$ cat src/rtl/prs_pkg.sv
`timescale 1ns/1ps
package prs_pkg;

    localparam int DEF_NDISK   = 4;
    localparam int DEF_WORDS   = 4;
    localparam int DEF_DW      = 16;
    localparam int DEF_NSTRIPE = 8;

    typedef enum logic [2:0] {
        PH_IDLE,
        PH_RD_DAT,
        PH_RD_PAR,
        PH_WR_DAT,
        PH_WR_PAR,
        PH_FIN
    } phase_e;

    // Disk that carries parity for a stripe; rotates downward stripe by stripe.
    function automatic logic [31:0] parity_slot(input logic [31:0] stripe,
                                                input logic [31:0] ndisk);
        return (ndisk - 32'd1) - (stripe % ndisk);
    endfunction

    // Logical data block index mapped around the parity disk.
    function automatic logic [31:0] data_slot(input logic [31:0] blk,
                                              input logic [31:0] pslot);
        return (blk < pslot) ? blk : blk + 32'd1;
    endfunction

endpackage

$ cat src/rtl/prs_place.sv
module prs_place #(
    parameter int NDISK = 4,
    parameter int SW    = 3,
    parameter int DKW   = 2
) (
    input  logic           clk,
    input  logic           rst,
    input  logic [SW-1:0]  stripe,
    input  logic [DKW-1:0] blk,
    output logic [DKW-1:0] par_disk,
    output logic [DKW-1:0] dat_disk
);
    import prs_pkg::*;

    logic [31:0] p_slot;
    logic [31:0] d_slot;

    always_comb begin
        p_slot   = parity_slot(32'(stripe), 32'(NDISK));
        d_slot   = data_slot(32'(blk), p_slot);
        par_disk = DKW'(p_slot);
        dat_disk = DKW'(d_slot);
    end

    // the data block never lands on the parity disk
    a_r3_data_off_parity: assert property (@(posedge clk) disable iff (rst)
        par_disk != dat_disk);

endmodule

$ cat src/rtl/prs_fsm.sv
module prs_fsm #(
    parameter int WORDS = 4,
    parameter int WIW   = 2
) (
    input  logic            clk,
    input  logic            rst,
    input  logic            start,
    output prs_pkg::phase_e phase,
    output logic [WIW-1:0]  widx,
    output logic            cap_v,
    output logic            cap_par,
    output logic [WIW-1:0]  cap_idx,
    output logic            busy,
    output logic            done
);
    import prs_pkg::*;

    localparam logic [WIW-1:0] LAST = WIW'(WORDS - 1);

    phase_e nxt_blk;

    always_comb begin
        case (phase)
            PH_RD_DAT: nxt_blk = PH_RD_PAR;
            PH_RD_PAR: nxt_blk = PH_WR_DAT;
            PH_WR_DAT: nxt_blk = PH_WR_PAR;
            PH_WR_PAR: nxt_blk = PH_FIN;
            default:   nxt_blk = PH_IDLE;
        endcase
    end

    always_ff @(posedge clk) begin
        if (rst) begin
            phase   <= PH_IDLE;
            widx    <= '0;
            cap_v   <= 1'b0;
            cap_par <= 1'b0;
            cap_idx <= '0;
        end else begin
            cap_v   <= (phase == PH_RD_DAT) || (phase == PH_RD_PAR);
            cap_par <= (phase == PH_RD_PAR);
            cap_idx <= widx;
            case (phase)
                PH_IDLE: begin
                    widx <= '0;
                    if (start) phase <= PH_RD_DAT;
                end
                PH_FIN: phase <= PH_IDLE;
                default: begin
                    if (widx == LAST) begin
                        widx  <= '0;
                        phase <= nxt_blk;
                    end else begin
                        widx <= widx + 1'b1;
                    end
                end
            endcase
        end
    end

    assign busy = (phase != PH_IDLE);
    assign done = (phase == PH_FIN);

    // completion is a single-cycle pulse and the block goes idle after it
    a_r9_done_single: assert property (@(posedge clk) disable iff (rst)
        done |=> (!done && !busy));

endmodule

$ cat src/rtl/prs_xorbuf.sv
module prs_xorbuf #(
    parameter int WORDS = 4,
    parameter int DW    = 16,
    parameter int WIW   = 2
) (
    input  logic                clk,
    input  logic                rst,
    input  logic                load,
    input  logic [WORDS*DW-1:0] blk_in,
    input  logic                cap_v,
    input  logic                cap_par,
    input  logic [WIW-1:0]      cap_idx,
    input  logic [DW-1:0]       rdata,
    input  logic [WIW-1:0]      rd_idx,
    output logic [DW-1:0]       nd_word,
    output logic [DW-1:0]       np_word
);
    logic [WORDS-1:0][DW-1:0] nd_a;
    logic [WORDS-1:0][DW-1:0] np_a;

    for (genvar g = 0; g < WORDS; g++) begin : g_word
        logic [DW-1:0] new_r;
        logic [DW-1:0] dlt_r;
        logic [DW-1:0] par_r;
        logic          hit;

        assign hit = cap_v && (cap_idx == WIW'(g));

        always_ff @(posedge clk) begin
            if (rst) begin
                new_r <= '0;
                dlt_r <= '0;
                par_r <= '0;
            end else begin
                if (load) new_r <= blk_in[g*DW +: DW];
                if (hit && !cap_par) dlt_r <= rdata ^ new_r;
                if (hit && cap_par)  par_r <= rdata ^ dlt_r;
            end
        end

        assign nd_a[g] = new_r;
        assign np_a[g] = par_r;
    end

    assign nd_word = nd_a[rd_idx];
    assign np_word = np_a[rd_idx];

endmodule

$ cat src/rtl/parity_rmw_seq.sv
module parity_rmw_seq #(
    parameter int NDISK   = prs_pkg::DEF_NDISK,
    parameter int WORDS   = prs_pkg::DEF_WORDS,
    parameter int DW      = prs_pkg::DEF_DW,
    parameter int NSTRIPE = prs_pkg::DEF_NSTRIPE,
    localparam int DKW    = $clog2(NDISK),
    localparam int SW     = $clog2(NSTRIPE),
    localparam int WIW    = $clog2(WORDS),
    localparam int AW     = DKW + SW + WIW
) (
    input  logic                clk,
    input  logic                rst,
    input  logic                cmd_valid,
    input  logic [SW-1:0]       cmd_stripe,
    input  logic [DKW-1:0]      cmd_blk,
    input  logic [WORDS*DW-1:0] cmd_data,
    output logic                cmd_reject,
    output logic                busy,
    output logic                done,
    output logic                mem_req,
    output logic                mem_we,
    output logic [AW-1:0]       mem_addr,
    output logic [DW-1:0]       mem_wdata,
    input  logic [DW-1:0]       mem_rdata
);
    import prs_pkg::*;

    phase_e         phase;
    logic [WIW-1:0] widx;
    logic           cap_v;
    logic           cap_par;
    logic [WIW-1:0] cap_idx;
    logic           accept;
    logic [SW-1:0]  stripe_q;
    logic [DKW-1:0] blk_q;
    logic [DKW-1:0] par_disk;
    logic [DKW-1:0] dat_disk;
    logic [DKW-1:0] tgt_disk;
    logic [DW-1:0]  nd_word;
    logic [DW-1:0]  np_word;

    assign accept     = cmd_valid && !busy;
    assign cmd_reject = cmd_valid && busy;

    always_ff @(posedge clk) begin
        if (rst) begin
            stripe_q <= '0;
            blk_q    <= '0;
        end else if (accept) begin
            stripe_q <= cmd_stripe;
            blk_q    <= cmd_blk;
        end
    end

    prs_fsm #(.WORDS(WORDS), .WIW(WIW)) u_fsm (
        .clk     (clk),
        .rst     (rst),
        .start   (accept),
        .phase   (phase),
        .widx    (widx),
        .cap_v   (cap_v),
        .cap_par (cap_par),
        .cap_idx (cap_idx),
        .busy    (busy),
        .done    (done)
    );

    prs_place #(.NDISK(NDISK), .SW(SW), .DKW(DKW)) u_place (
        .clk      (clk),
        .rst      (rst),
        .stripe   (stripe_q),
        .blk      (blk_q),
        .par_disk (par_disk),
        .dat_disk (dat_disk)
    );

    prs_xorbuf #(.WORDS(WORDS), .DW(DW), .WIW(WIW)) u_buf (
        .clk     (clk),
        .rst     (rst),
        .load    (accept),
        .blk_in  (cmd_data),
        .cap_v   (cap_v),
        .cap_par (cap_par),
        .cap_idx (cap_idx),
        .rdata   (mem_rdata),
        .rd_idx  (widx),
        .nd_word (nd_word),
        .np_word (np_word)
    );

    always_comb begin
        mem_req   = phase inside {PH_RD_DAT, PH_RD_PAR, PH_WR_DAT, PH_WR_PAR};
        mem_we    = phase inside {PH_WR_DAT, PH_WR_PAR};
        tgt_disk  = (phase == PH_RD_DAT || phase == PH_WR_DAT) ? dat_disk : par_disk;
        mem_addr  = {tgt_disk, stripe_q, widx};
        mem_wdata = (phase == PH_WR_DAT) ? nd_word : np_word;
    end

    // Checker counter: reads issued since the last accepted command
    logic [WIW+1:0] rd_seen;
    always_ff @(posedge clk) begin
        if (rst || accept)          rd_seen <= '0;
        else if (mem_req && !mem_we) rd_seen <= rd_seen + 1'b1;
    end

    // the first access after acceptance is a read
    a_r10_first_read: assert property (@(posedge clk) disable iff (rst)
        accept |=> (mem_req && !mem_we));

    // all reads finish before the first write, and none follow a write
    a_r5_reads_before_write: assert property (@(posedge clk) disable iff (rst)
        $rose(mem_we) |-> (rd_seen == (WIW+2)'(2*WORDS)));

    a_r5_no_read_after_write: assert property (@(posedge clk) disable iff (rst)
        (mem_req && mem_we) |=> !(mem_req && !mem_we));

    // a refused command leaves the captured target untouched
    a_r8_reject_no_effect: assert property (@(posedge clk) disable iff (rst)
        cmd_reject |=> ($stable(stripe_q) && $stable(blk_q)));

    // completion follows a write to the parity disk
    a_r9_done_after_parity: assert property (@(posedge clk) disable iff (rst)
        $rose(done) |-> $past(mem_req && mem_we && (mem_addr[AW-1 -: DKW] == par_disk)));

endmodule

$ cat config.mk
export PLATFORM = sky130hd
export DESIGN_NAME = parity_rmw_seq
export DESIGN_NICKNAME = d
export VERILOG_FILES = /design/src/rtl/prs_pkg.sv /design/src/rtl/prs_place.sv /design/src/rtl/prs_fsm.sv /design/src/rtl/prs_xorbuf.sv /design/src/rtl/parity_rmw_seq.sv
export SDC_FILE = /design/constraint.sdc
export NUM_CORES = 1
export LEC_CHECK = 0
export BUFFER_PORTS_ARGS = -buffer_cell sky130_fd_sc_hd__buf_2
export CAP_MARGIN = 20
export CELL_PAD_IN_SITES_DETAIL_PLACEMENT = 1
export CELL_PAD_IN_SITES_GLOBAL_PLACEMENT = 1
export CORE_MARGIN = 3
export CORE_UTILIZATION = 28
export DETAILED_ROUTE_END_ITERATION = 16
export HOLD_SLACK_MARGIN = 0.1
export PLACE_DENSITY_LB_ADDON = 0.12
export SLEW_MARGIN = 20
export SYNTH_ARGS = -nofsm -noshare
export SYNTH_HDL_FRONTEND = slang
export SYNTH_SLANG_ARGS = --single-unit
export TNS_END_PERCENT = 30
$ cat constraint.sdc
create_clock -name clk -period 1.6 [get_ports clk]
set_clock_uncertainty 0.05 [all_clocks]
set_input_delay 0.08 -clock clk [delete_from_list [all_inputs] [get_ports clk]]
set_output_delay 0.08 -clock clk [all_outputs]
set_load 0.005 [all_outputs]
**Word level (Yosys, flattened, before mapping)**

Index checks and enable logic that the tools add are counted.
W data, S select, Z words.

- Register bits after elaboration: 206
- Output and inout bits: 28
- Word-level logic and storage cells: 80

- Add/subtract/negate cells: 3
- Order comparisons: 2
- Eq/ne operators: 10
- Multiplexer cells: 13
- Bitwise gates (word level): 8
- Reductions and logical operators: 25

Operators with widths:

| cell | number |
|---|---|
| $xor A16 B16 Y16 | 8 |
| $bmux W16 S2 | 2 |
| $mux W16 | 3 |
| $lt A2 B32 Y1 | 1 |
| $logic_and A1 B1 Y1 | 14 |
| $pmux W3 S4 | 1 |
| $eq A2 B2 Y1 const B | 3 |
| $eq A3 B2 Y1 const B | 2 |
| $eq A3 B3 Y1 const B | 2 |
| $mux W2 | 3 |
| $mux W3 | 2 |
| $pmux W3 S2 | 1 |
| $reduce_bool A3 Y1 | 2 |
| $add A2 B1 Y2 const B | 2 |
| $pmux W2 S2 | 1 |
| $reduce_bool A4 Y1 | 1 |
| $eq A3 B1 Y1 const B | 1 |
| $logic_not A3 Y1 | 1 |
| $lt A2 B3 Y1 const B | 1 |
| $sub A2 B2 Y3 const A | 1 |
| $eq A2 B1 Y1 const B | 1 |
| $logic_not A1 Y1 | 2 |
| $logic_not A2 Y1 | 1 |
| $logic_or A1 B1 Y1 | 2 |
| other kinds (3) | 3 |

**Depth between registers and ports, before layout**

Gate-level depths: netlist of the first run.

- Depth after elaboration: 5
- Depth in mapped cells: 7
- Mapped depth without buffers: 5

**By module**

A second synthesis of the first run with hierarchy kept.

- Cell total of the unflattened synthesis: 923
- Area total of the unflattened synthesis: 9716.8 sq um

Modules (own cells, without submodules):

| module | instances | cells each | area each (sq um) |
|---|---|---|---|
| prs_xorbuf | 1 | 827 | 8747.1 |
| parity_rmw_seq | 1 | 43 | 480.5 |
| prs_fsm | 1 | 46 | 440.4 |
| prs_place | 1 | 7 | 48.8 |

**Worst setup path before layout of the first run**

No wires, ideal clock.

- Kind: flip-flop to output port
- Start: reg u_fsm.widx[0]
- End: out mem_wdata[10]
- Arrival: 1467 ps
- Required time: 1470 ps
- Slack: 3 ps
- Cell stages (with the launch flop): 5
- Path buffers: 2
- Path through: dfxtp_1 buf_6 buf_6 mux4_1 mux2_4

- Longest elaborated chain between the ends: 3

RTL lines:

| item | line | RTL |
|---|---|---|
| start: declaration | prs_fsm.sv:9 | `output logic [WIW-1:0] widx,` |
| start signal: assignment | prs_fsm.sv:54 | `widx <= widx + 1'b1;` |
| $bmux W16 S2, on equally long branches | prs_xorbuf.sv:46, prs_xorbuf.sv:45 |  |
| $mux W16, on equally long branches | prs_xorbuf.sv:46, prs_xorbuf.sv:45 |  |
| $mux W16 * | parity_rmw_seq.sv:96 | `mem_wdata = (phase == PH_WR_DAT) ? nd_word : np_word;` |
| end: declaration | parity_rmw_seq.sv:23 | `output logic [DW-1:0] mem_wdata,` |

Every way passes the cells marked *; elsewhere a longest branch is shown, timed or not. The select of a mux whose other input is x is not followed.

**Worst setup path in the final report of the first run**

- Start: reg u_fsm.widx[0]
- End: out mem_wdata[14]

Same word-level chain as after synthesis.

==> summary.md, run 1 <==
| Metric | Value |
|---|---|
| Worst VDD drop | `0.000772 V` |
| Worst EP arrival | `2090 ps` |
| P_int | `9.72 mW` |
| Sequential share of power | `42.3%` |
| CP startpoint kind | `flip-flop` |
| Final hold violation count | `0` |
| Pin count of the biggest net entering global routing | `61` |
| Worst hold endpoint | `u_fsm.phase[0]` |
| Core Rows | `66` |
| Post-synthesis compound-gate area fraction | `14.7%` |
| Post-Syn Instances | `998` |
| Yosys cell types | `35` |
| Switching part of the total power | `25.6%` |
| Clock Root Buffer | `clkbuf_16` |
| Layout fillers | `3702` |
| Hold Crit Start | `cmd_valid` |
| Clk_lat worst skew | `530 ps` |
| Via-to-Cell Ratio | `4.64` |
| First-pass GRT wire length | `51900 um` |
| Max Cap Viol | `0` |
| Setup ws final | `-618 ps` |
| Power density cells | `992 nW/um^2` |
| Critical Path RT | `1470 ps` |
| CP Launch Point | `u_fsm.widx[0]` |
| Area grow syn2layout | `40.3%` |
| R2R cell count | `6` |
| Setup violations, final | `22` |
| Post-synthesis cell area | `9390 um^2` |
| Hold crit path type | `input pin to flip-flop` |
| CTS tree | `yes` |
| Relative slew margins | `57.5%` |
| Syn. warnings | `0` |
| Commonest cells after routing, fill and taps aside | `dfxtp_1, nand2_1, nor2_1` |
| Vias in the first global route | `8146` |
| FF-to-FF End | `u_fsm.phase[0]` |
| CTS clk-pin slew, worst paths | `60 ps` |
| CP Capture Type | `output port` |
| Crit Path Max Fanout | `7` |
| # IOs | `116` |
| Hold depth | `6` |
| Multiplexer area fraction after synthesis | `11.1%` |
| Num CTS Buffers | `25` |
| Core ar. | `32800 um^2` |
| DP Area | `11200 um^2` |
| Leakage power | `4.73 nW` |
| Area of the die | `35800 um^2` |
| Routability cong. | `0.777` |
| Synth Area in Simple Gates | `12.9%` |
| Layout Nets | `1335` |
| XOR/XNOR Fraction of Synth Area | `12.2%` |
| Clock Sink Count | `206` |
| Post-route DRC | `0` |
| Height of the chip | `189 um` |
| IO Port Bufs | `115` |
| TNS Setup | `-9680 ps` |
| Tot GR Track Use | `18.9%` |
| Syn Area/Cell | `9.41 um^2` |
| Period utilisation layout | `139%` |
| DIE WIDTH | `189 um` |
| Min Hold Slack | `170 ps` |
| Slack of the worst reg-to-reg path | `90 ps` |
| Post-Synth Adder-Cell Area | `0.266%` |
| Initial antenna violation count | `2` |
| Comb pwr share | `13.9%` |
| Worst-Margin Slew | `637 ps` |
| Clock network power share | `43.8%` |
| N_diodes | `0` |
| Commonest non-fill, non-tap cell in the layout | `dfxtp_1` |
| Post-route ant nets | `0` |
| Flops & latches, synth | `206` |
| F_max | `451 MHz` |
| DR WL/cell | `20.0 um` |
| Vias | `7912` |
| Final Max Tran Viols | `0` |
| Max Root-Sink Buffers | `3` |
| Largest family of logic cells by synthesized area | `compound AO/OA/AOI/OAI gates` |
| Routed WL | `34000 um` |
| HPWL Detailed | `23900 um` |
| DR pass1 iterations | `4` |
| RSZ-0062 raised after global routing | `true` |
| Share of layout cells above drive strength 1 | `27.1%` |
| Status | `complete, but fails checks` |
| Grt total ovfl | `0` |
| Seq/Total Area, Yosys | `43.9%` |
| Failing checks | `negative setup slack` |
| Initial core utilization | `28.6%` |
| Tmin final | `2220 ps` |
| Total Power | `13.1 mW` |
| Final Instance Area | `13200 um^2` |
| H-tree depth | `1` |
| Syn_nets | `1088` |
| Worst r2r src | `u_fsm.widx[0]` |
| Critical setup path kind | `flip-flop to output port` |
| Initial DRC Count | `446` |
| Switching Power | `3.35 mW` |
==> final cells by class <==
type,count,area (um^2),share of cell area (%)
Clock inverter,6,83.8,0.636
Multi-Input combinational cell,698,4860,36.9
Tap cell,442,553,4.20
Sequential cell,206,4150,31.5
Timing Repair Buffer,311,2790,21.2
Clock buffer,38,734,5.58
Inverter,3,11.3,0.0855
==> logic make-up (layout without fill, tap and decap cells) <==
logic type | count (synthesis) | count (layout)
multiplexers | 50 | 50
AO/OA/AOI/OAI | 209 | 209
adder cells (fa/ha/maj) | 2 | 2
XOR/XNOR | 131 | 131
buffers and inverters | 94 | 358
AND/OR/NAND/NOR | 306 | 306
flip-flops | 206 | 206
==> worst max-delay path, cell delays in order, from the launching register on <==
cell and delay [ps]:
dfxtp_4 450, buf_4 170, mux4_2 490, mux2_2 300, buf_2 140
==> Yosys cell counts <==
cell	n	area share (%)
a21oi_1	74	3.9
mux4_2	6	1.4
nand2_1	144	5.8
clkbuf_1	51	2.0
and2b_2	1	0.093
nor2b_1	4	0.27
nand3b_1	1	0.080
a211oi_1	128	10
buf_6	6	0.72
buf_1	3	0.12
mux2i_1	2	0.21
xor2_1	1	0.093
dfxtp_1	206	44
nor3_1	2	0.11
a22oi_1	2	0.16
buf_12	1	0.21
inv_1	3	0.12
mux4_1	26	7.3
and3b_1	1	0.093
ha_1	2	0.27
mux2_4	7	1.1
mux2_2	9	1.1
a211o_1	2	0.19
nand2b_1	4	0.27
nor2_1	142	5.7
nor3_2	2	0.21
nor4_1	2	0.13
and2_1	1	0.067
buf_4	4	0.32
buf_2	24	1.3
o21ai_0	3	0.16
nand2_2	1	0.067
clkbuf_2	2	0.11
xnor2_1	130	12
nand3_1	1	0.053
==> metrics by stage <==
step / util [%] / cells / worst slack, ps
5_1_grt: 40.2 / 1704 / -679
2_1_floorplan: - / 998 / 3.01
4_1_cts: 40.0 / 1703 / -651
3_5_place_dp: 34.0 / 1561 / -166
3_3_place_gp: 34.0 / 1561 / -143
6_report: 40.2 / 1704 / -618
==> routing by layer <==
metal	vias up	wire length (um)	GRT usage, %
met5	-	13	0
met4	2	419	3.12
met3	32	2160	3.13
met2	170	13500	26.7
met1	3782	18000	30.2
li1	3926	-	-
==> worst max path at each step <==
stage                          to  slack (ps)
floorplan           mem_wdata[10]           3
global placement     mem_wdata[9]        -140
detailed placement   mem_wdata[3]        -170
CTS                  mem_wdata[7]        -650
global route        mem_wdata[14]        -680
finish              mem_wdata[14]        -620
==> power groups by stage <==
stage                     clock, mW  sequential [mW]  combinational (mW)
after CTS                      5.91             5.51                1.82
after detailed placement          0             5.62                1.57
after floorplan                   0             5.54               0.907
after global routing           6.10             5.54                2.00
after global placement            0             5.63                1.55
final                          5.73             5.53                1.82
==> state kept, by name, indices dropped and copies added, names as in the netlist <==
name	flops
u_fsm.cap_v	1
u_buf.g_word.dlt_r	64
u_fsm.widx	2
blk_q	2
u_fsm.cap_idx	2
u_buf.g_word.par_r	64
u_fsm.phase	3
u_fsm.cap_par	1
u_buf.g_word.new_r	64
stripe_q	3
==> repair_timing <==
item | in CTS | in global routing
endpoints found under the hold margin | 199 | 0
hold buffers | 86 | 0
pin swaps | 3 | 5
buffers inserted | 9 | 3
cloned | 3 | 1
gates resized for setup | 54 | 39
endpoints found under the setup margin | 27 | 57
Power figures use the tool's default switching activity.
==> inputs of run 2 (changes only) <==
SYNTH_HIERARCHICAL = 1   (was default)
==> summary.md, run 2 <==
| Metric | Value |
|---|---|
| Status | `complete, but fails checks` |
| Failing checks | `negative setup slack` |
| Routed WL | `30300 um (-11%)` |
| Post-route ant nets | `0 (unchanged)` |
| Setup violations, final | `89 (+300%)` |
| Register Area | `4150 um^2 (about the same)` |
| Commonest non-fill, non-tap cell in the layout | `nor2_1` |
| Clk_lat worst skew | `520 ps (about the same)` |
| Routability cong. | `0.677 (-13%)` |
| Leakage power | `4.95 nW (+4.8%)` |
| Worst EP arrival | `2070 ps (-20 ps)` |
| Core Rows | `67 (+1.5%)` |
| F_max | `455 MHz (+0.86%)` |
| Worst hold endpoint | `blk_q[1]` |
| Via-to-Cell Ratio | `4.53 (-2.5%)` |
| Clock Root Buffer | `clkbuf_16` |
| Clock Sink Count | `206 (unchanged)` |
| Flops & latches, synth | `206 (unchanged)` |
| Vias in the first global route | `7707 (-5.4%)` |
| Share of layout cells above drive strength 1 | `30.2% (+3.1 points)` |
| Yosys cell types | `41 (+17%)` |
| Hold Crit Start | `cmd_valid` |
| Place WS | `-111 ps (+54.6 ps)` |
| Clock network power share | `42.8% (-1.0 points)` |
| Initial DRC Count | `297 (-33%)` |
| Post-synth top cells | `dfxtp_1, nor2_1, xnor2_1` |
| Post-synthesis cell area | `9720 um^2 (+3.5%)` |
| DR pass1 iterations | `4 (unchanged)` |
| Final Instance Area | `13500 um^2 (+2.6%)` |
| CTS clk-pin slew, worst paths | `60 ps (about the same)` |
| Core ar. | `33900 um^2 (+3.3%)` |
| FF-to-FF End | `u_buf/g_word[3].new_r[8]` |
| Period utilisation layout | `137% (-1.2 points)` |
| Largest regs | `u_buf/g_word.dlt_r (64), u_buf/g_word.new_r (64), u_buf/g_word.par_r (64)` |
| Critical Path RT | `1470 ps (about the same)` |
| Height of the chip | `192 um (+1.7%)` |
| Count leader, synth | `dfxtp_1` |
| Syn Area/Cell | `10.5 um^2 (+12%)` |
| Post-route DRC | `0 (unchanged)` |
| DR WL/cell | `18.7 um (-6.4%)` |
| Crit Path Max Fanout | `7 (unchanged)` |
| Setup ws final | `-599 ps (+19.0 ps)` |
| Post-route core utilization | `39.9% (-0.27 points)` |
| P_int | `10.4 mW (+6.8%)` |
| Tot GR Track Use | `16.1% (-2.8 points)` |
| RSZ-0062 raised after global routing | `true` |
| Power density cells | `1030 nW/um^2 (+3.5%)` |
| IO Port Bufs | `115 (unchanged)` |
| Switching Power | `3.50 mW (+4.4%)` |
| Relative slew margins | `72.1% (+15 points)` |
| Num CTS Buffers | `25 (unchanged)` |
| DIE WIDTH | `192 um (+1.7%)` |
| DP Area | `11000 um^2 (-1.1%)` |
| Switching part of the total power | `25.2% (-0.42 points)` |
| Pin count of the biggest net entering global routing | `43 (-30%)` |
| Syn. warnings | `6 (+6)` |
| Tmin final | `2200 ps (-19.0 ps)` |
| Multi-input gate area | `5150 um^2 (+6.1%)` |
| Layout fillers | `3709 (+0.19%)` |
| H-tree depth | `1 (unchanged)` |
| Worst r2r src | `u_fsm/phase[0]` |
| Critical setup path kind | `flip-flop to output port` |
| Slack of the worst reg-to-reg path | `-220 ps (-310 ps)` |
| Worst VDD drop | `0.000668 V (-14%)` |
| Asr flop ratio synth | `0% (unchanged)` |
| Layout Nets | `1248 (-6.5%)` |
| Comb pwr share | `17.0% (+3.1 points)` |
| Final Max Tran Viols | `0 (unchanged)` |
| HPWL Detailed | `19700 um (-18%)` |
| Vias | `7348 (-7.1%)` |
| Synth Flop Type | `dfxtp_1` |
| Max Cap Viol | `0 (unchanged)` |
| Hold depth | `6 (unchanged)` |
| Sequential share of power | `40.1% (-2.2 points)` |
| Initial antenna violation count | `1 (-1)` |
| Post-Syn Instances | `923 (-7.5%)` |
| CTS tree | `yes` |
| Syn_nets | `1013 (-6.9%)` |
| Hold crit path type | `input pin to flip-flop` |
| Top-area cell type share of the netlist area | `42.4% (-1.5 points)` |
| # IOs | `116 (unchanged)` |
| Seq/Total Area, Yosys | `42.4% (-1.5 points)` |
| First-pass GRT wire length | `46100 um (-11%)` |
| Top post-synthesis cells by area | `dfxtp_1, xnor2_1, nor2_1, a211oi_1, mux4_2` |
| N_diodes | `0 (unchanged)` |
| Commonest cells after routing, fill and taps aside | `nor2_1, dfxtp_1, xnor2_1` |
| Yosys top cell by area | `dfxtp_1` |
| Max Root-Sink Buffers | `3 (unchanged)` |
| TNS Setup | `-18400 ps (-8720 ps)` |
| R2R cell count | `7 (+1)` |
| EDFF count, synth | `0 (unchanged)` |
| CP Capture Type | `output port` |
| Area grow syn2layout | `39.1%` |
| CP startpoint kind | `flip-flop` |
| Initial core utilization | `28.7% (+0.048 points)` |
| Total Power | `13.9 mW (+6.2%)` |
| Worst-Margin Slew | `413 ps (-224 ps)` |
| Area of the die | `37000 um^2 (+3.4%)` |
| Grt total ovfl | `0 (unchanged)` |
| Final hold violation count | `0 (unchanged)` |
run 2: cell types whose count changed after synthesis, sizes merged, moves of 29 or more:
cell,change
mux2i,+68
nand2,-142
clkbuf,-31
buf,+29
nor2,+58
a21oi,-70
run 2: final cells by class:
type,count,share of cell area (%)
Timing Repair Buffer,297,20.7
Clock inverter,9,1.09
Multi-Input combinational cell,626,38.1
Tap cell,448,4.15
Inverter,2,0.0555
Sequential cell,206,30.7
Clock buffer,35,5.20
run 2: what timing repair did:
| action | CTS | global route |
|---|---|---|
| buffers inserted | 23 | 5 |
| setup endpoints to repair | 85 | 96 |
| hold buffers | 86 | 0 |
| pin swaps | 6 | 8 |
| gates cloned | 4 | 3 |
| resized for setup | 52 | 32 |
| endpoints found under the hold margin | 200 | 0 |
run 2: how the worst max path moves through the flow:
stage	start	to	slack, ps
final	u_fsm/widx[1]	mem_wdata[5]	-600
after global routing	u_fsm/widx[1]	mem_wdata[5]	-650
after detailed placement	u_fsm/widx[0]	mem_wdata[15]	-110
after CTS	u_fsm/widx[1]	mem_wdata[5]	-620
after global placement	u_fsm/widx[0]	mem_wdata[15]	-90
after floorplan	u_fsm/phase[0]	u_buf/g_word[0].new_r[10]	-200
run 2: kinds of logic (layout without fill, tap and decap cells):
group | after synthesis | in the layout | share of synthesized area, %
adders and majority gates | 2 | 2 | 0.257
xor gates and xnor gates | 130 | 130 | 11.7
muxes | 120 | 120 | 17.1
buffers and inverters | 91 | 343 | 5.56
and+or+nand+nor | 233 | 233 | 10.6
DFF | 206 | 206 | 42.4
AOI/OAI and AO/OA | 141 | 141 | 12.3
run 2: routing by layer:
layer | vias to the layer above | part of all wire [%] | GRT usage, %
met3 | 33 | 3.0 | 2.22
li1 | 3692 | - | -
met4 | 2 | 1.7 | 3.39
met5 | - | 0.036 | 0
met2 | 87 | 46 | 25.9
met1 | 3534 | 49 | 23.2
run 2: metrics by stage:
stage          hold slack [ps]  cells
6_report                   175   1623
5_1_grt                    212   1623
4_1_cts                    150   1617
3_5_place_dp               272   1461
3_3_place_gp               264   1461
2_1_floorplan              102    923
run 2: critical path: stages (launching register included):
cell	delay (ps)
dfxtp_4	430
buf_12	170
mux4_2	540
mux2_4	290
buf_6	120
run 2: power groups by stage:
stage / combinational, mW / clock (mW) / sequential [mW]
6_report: 2.37 / 5.95 / 5.57
5_1_grt: 2.56 / 6.34 / 5.60
4_1_cts: 2.30 / 6.13 / 5.57
3_5_place_dp: 1.85 / 0 / 5.68
3_3_place_gp: 1.83 / 0 / 5.68
2_1_floorplan: 1.29 / 0 / 5.62
==> inputs of run 3 (changes only) <==
REMOVE_ABC_BUFFERS = 1   (was default)
SKIP_CTS_REPAIR_TIMING = 1   (was default)
clock period = 1.86 ns   (was 1.6 ns; I/O delays follow)
==> summary.md, run 3 (synthesized netlist as in run 2, its figures left out) <==
| Metric | Value |
|---|---|
| Status | `complete, but fails checks` |
| Failing checks | `negative setup slack` |
| Largest regs | `u_buf/g_word.dlt_r (64), u_buf/g_word.new_r (64), u_buf/g_word.par_r (64)` |
| Sequential share of power | `41.1% (+1.0 points)` |
| Clk_lat worst skew | `520 ps (about the same)` |
| Power density cells | `905 nW/um^2 (-12%)` |
| Worst-Margin Slew | `412 ps (-1.06 ps)` |
| Commonest cells after routing, fill and taps aside | `dfxtp_1, nor2_1, xnor2_1` |
| Final Max Tran Viols | `0 (unchanged)` |
| Initial antenna violation count | `1 (unchanged)` |
| Relative slew margins | `72.6% (+0.46 points)` |
| Switching Power | `2.92 mW (-17%)` |
| Critical Path RT | `1720 ps (+250 ps)` |
| Leakage power | `4.65 nW (-6.0%)` |
| Final Instance Area | `12900 um^2 (-4.5%)` |
| Worst EP arrival | `2040 ps (-30 ps)` |
| R2R cell count | `6 (-1)` |
| Pin count of the biggest net entering global routing | `41 (-4.7%)` |
| Max Cap Viol | `0 (unchanged)` |
| Worst VDD drop | `0.000609 V (-8.9%)` |
| Setup ws final | `-328 ps (+271 ps)` |
| Critical setup path kind | `flip-flop to output port` |
| Commonest non-fill, non-tap cell in the layout | `dfxtp_1` |
| Post-route ant nets | `0 (unchanged)` |
| CP Capture Type | `output port` |
| Period utilisation layout | `118%` |
| CP startpoint kind | `flip-flop` |
| Initial DRC Count | `219 (-26%)` |
| IO Port Bufs | `115 (unchanged)` |
| Crit Path Max Fanout | `8 (+1)` |
| Via-to-Cell Ratio | `4.58 (+1.2%)` |
| P_int | `8.76 mW (-16%)` |
| Placed cells | `1436 (-1.7%)` |
| Tot GR Track Use | `14.4% (-1.7 points)` |
| DR WL/cell | `17.5 um (-6.4%)` |
| Core Rows | `67 (unchanged)` |
| RSZ-0062 raised after global routing | `true` |
| Final Non-Filler Cells | `1587 (-2.2%)` |
| Area grow syn2layout | `32.8%` |
| Grt total ovfl | `0 (unchanged)` |
| Hold depth | `5 (-1)` |
| Switching part of the total power | `25.0% (-0.24 points)` |
| Core ar. | `33900 um^2 (unchanged)` |
| Setup violations, final | `18 (-80%)` |
| Post-route core utilization | `38.1% (-1.8 points)` |
| Final hold violation count | `0 (unchanged)` |
| Routed WL | `27700 um (-8.5%)` |
| Clock Sink Count | `206 (unchanged)` |
| DR pass1 iterations | `4 (unchanged)` |
| First-pass GRT wire length | `41800 um (-9.2%)` |
| Initial core utilization | `28.7% (unchanged)` |
| Vias | `7271 (-1.0%)` |
| Post-route DRC | `0 (unchanged)` |
| Clock Root Buffer | `clkbuf_16` |
| HPWL Detailed | `17900 um (-9.1%)` |
| F_max | `457 MHz` |
| Share of layout cells above drive strength 1 | `27.8% (-2.4 points)` |
| DIE WIDTH | `192 um (unchanged)` |
| CTS clk-pin slew, worst paths | `60 ps (about the same)` |
| Tmin final | `2190 ps` |
| Hold crit path type | `input pin to flip-flop` |
| Height of the chip | `192 um (unchanged)` |
| # IOs | `116 (unchanged)` |
| Routability cong. | `0.660 (-2.5%)` |
| H-tree depth | `1 (unchanged)` |
| Max Root-Sink Buffers | `3 (unchanged)` |
| DP Area | `10900 um^2 (-1.6%)` |
| Area of the die | `37000 um^2 (unchanged)` |
| Vias in the first global route | `7142 (-7.3%)` |
| Clock network power share | `44.9% (+2.1 points)` |
| Num CTS Buffers | `26 (+4.0%)` |
| Layout Nets | `1209 (-3.1%)` |
| Comb pwr share | `14.0% (-3.0 points)` |
| CTS tree | `yes` |
## run 3: worst max-delay path, stage by stage (launching register included)
cell and delay (ps):
dfxtp_4 380, buf_12 130, clkbuf_16 160, buf_4 140
mux4_2 310, mux2_2 280, buf_2 130
## run 3: power by group through the flow
stage / clock [mW] / sequential, mW / combinational [mW]
global route: 5.61 / 4.83 / 1.81
finish: 5.25 / 4.80 / 1.63
floorplan: 0 / 4.87 / 0.926
CTS: 5.42 / 4.80 / 1.49
detailed placement: 0 / 4.90 / 1.48
global placement: 0 / 4.90 / 1.47
## run 3: worst paths after layout
check,to,start,slack [ps]
worst max-delay path,mem_wdata[5],u_fsm/widx[1],-330
worst min-delay path,u_buf/g_word[3].new_r[2],cmd_valid,160
worst max register to register,u_fsm/phase[0],u_fsm/phase[2],130
worst min register to register,u_buf/g_word[2].par_r[7],u_buf/g_word[2].par_r[7],450
## run 3: routing by layer
layer / share of wire (%) / routed length, um / track usage [%]
met3: 2.5 / 704 / 2.27
met4: 1.8 / 491 / 2.94
met1: 48 / 13300 / 20.0
met2: 48 / 13200 / 23.8
met5: 0 / 0 / 0
## run 3: area by class of cell
cell class | count | area [um^2]
multi-input combinational | 626 | 5100
timing repair buffer | 257 | 2200
clock inverter | 7 | 87.6
sequential | 206 | 4140
tap | 448 | 561
clock buffer | 40 | 815
inverter | 2 | 7.51
fill | 3750 | 21000
antenna | 1 | 2.50
## run 3: per-stage QoR
| step | worst slack (ps) | TNS, ps | hold slack (ps) | total power [mW] |
|---|---|---|---|---|
| after floorplan | -4270 | -295870 | 108 | 5.80 |
| after detailed placement | 119 | 0 | 286 | 6.38 |
| after global placement | 158 | 0 | 277 | 6.36 |
| after CTS | -410 | -6510 | -270 | 11.7 |
| after global routing | -384 | -6080 | 163 | 12.2 |
| final | -328 | -4880 | 163 | 11.7 |
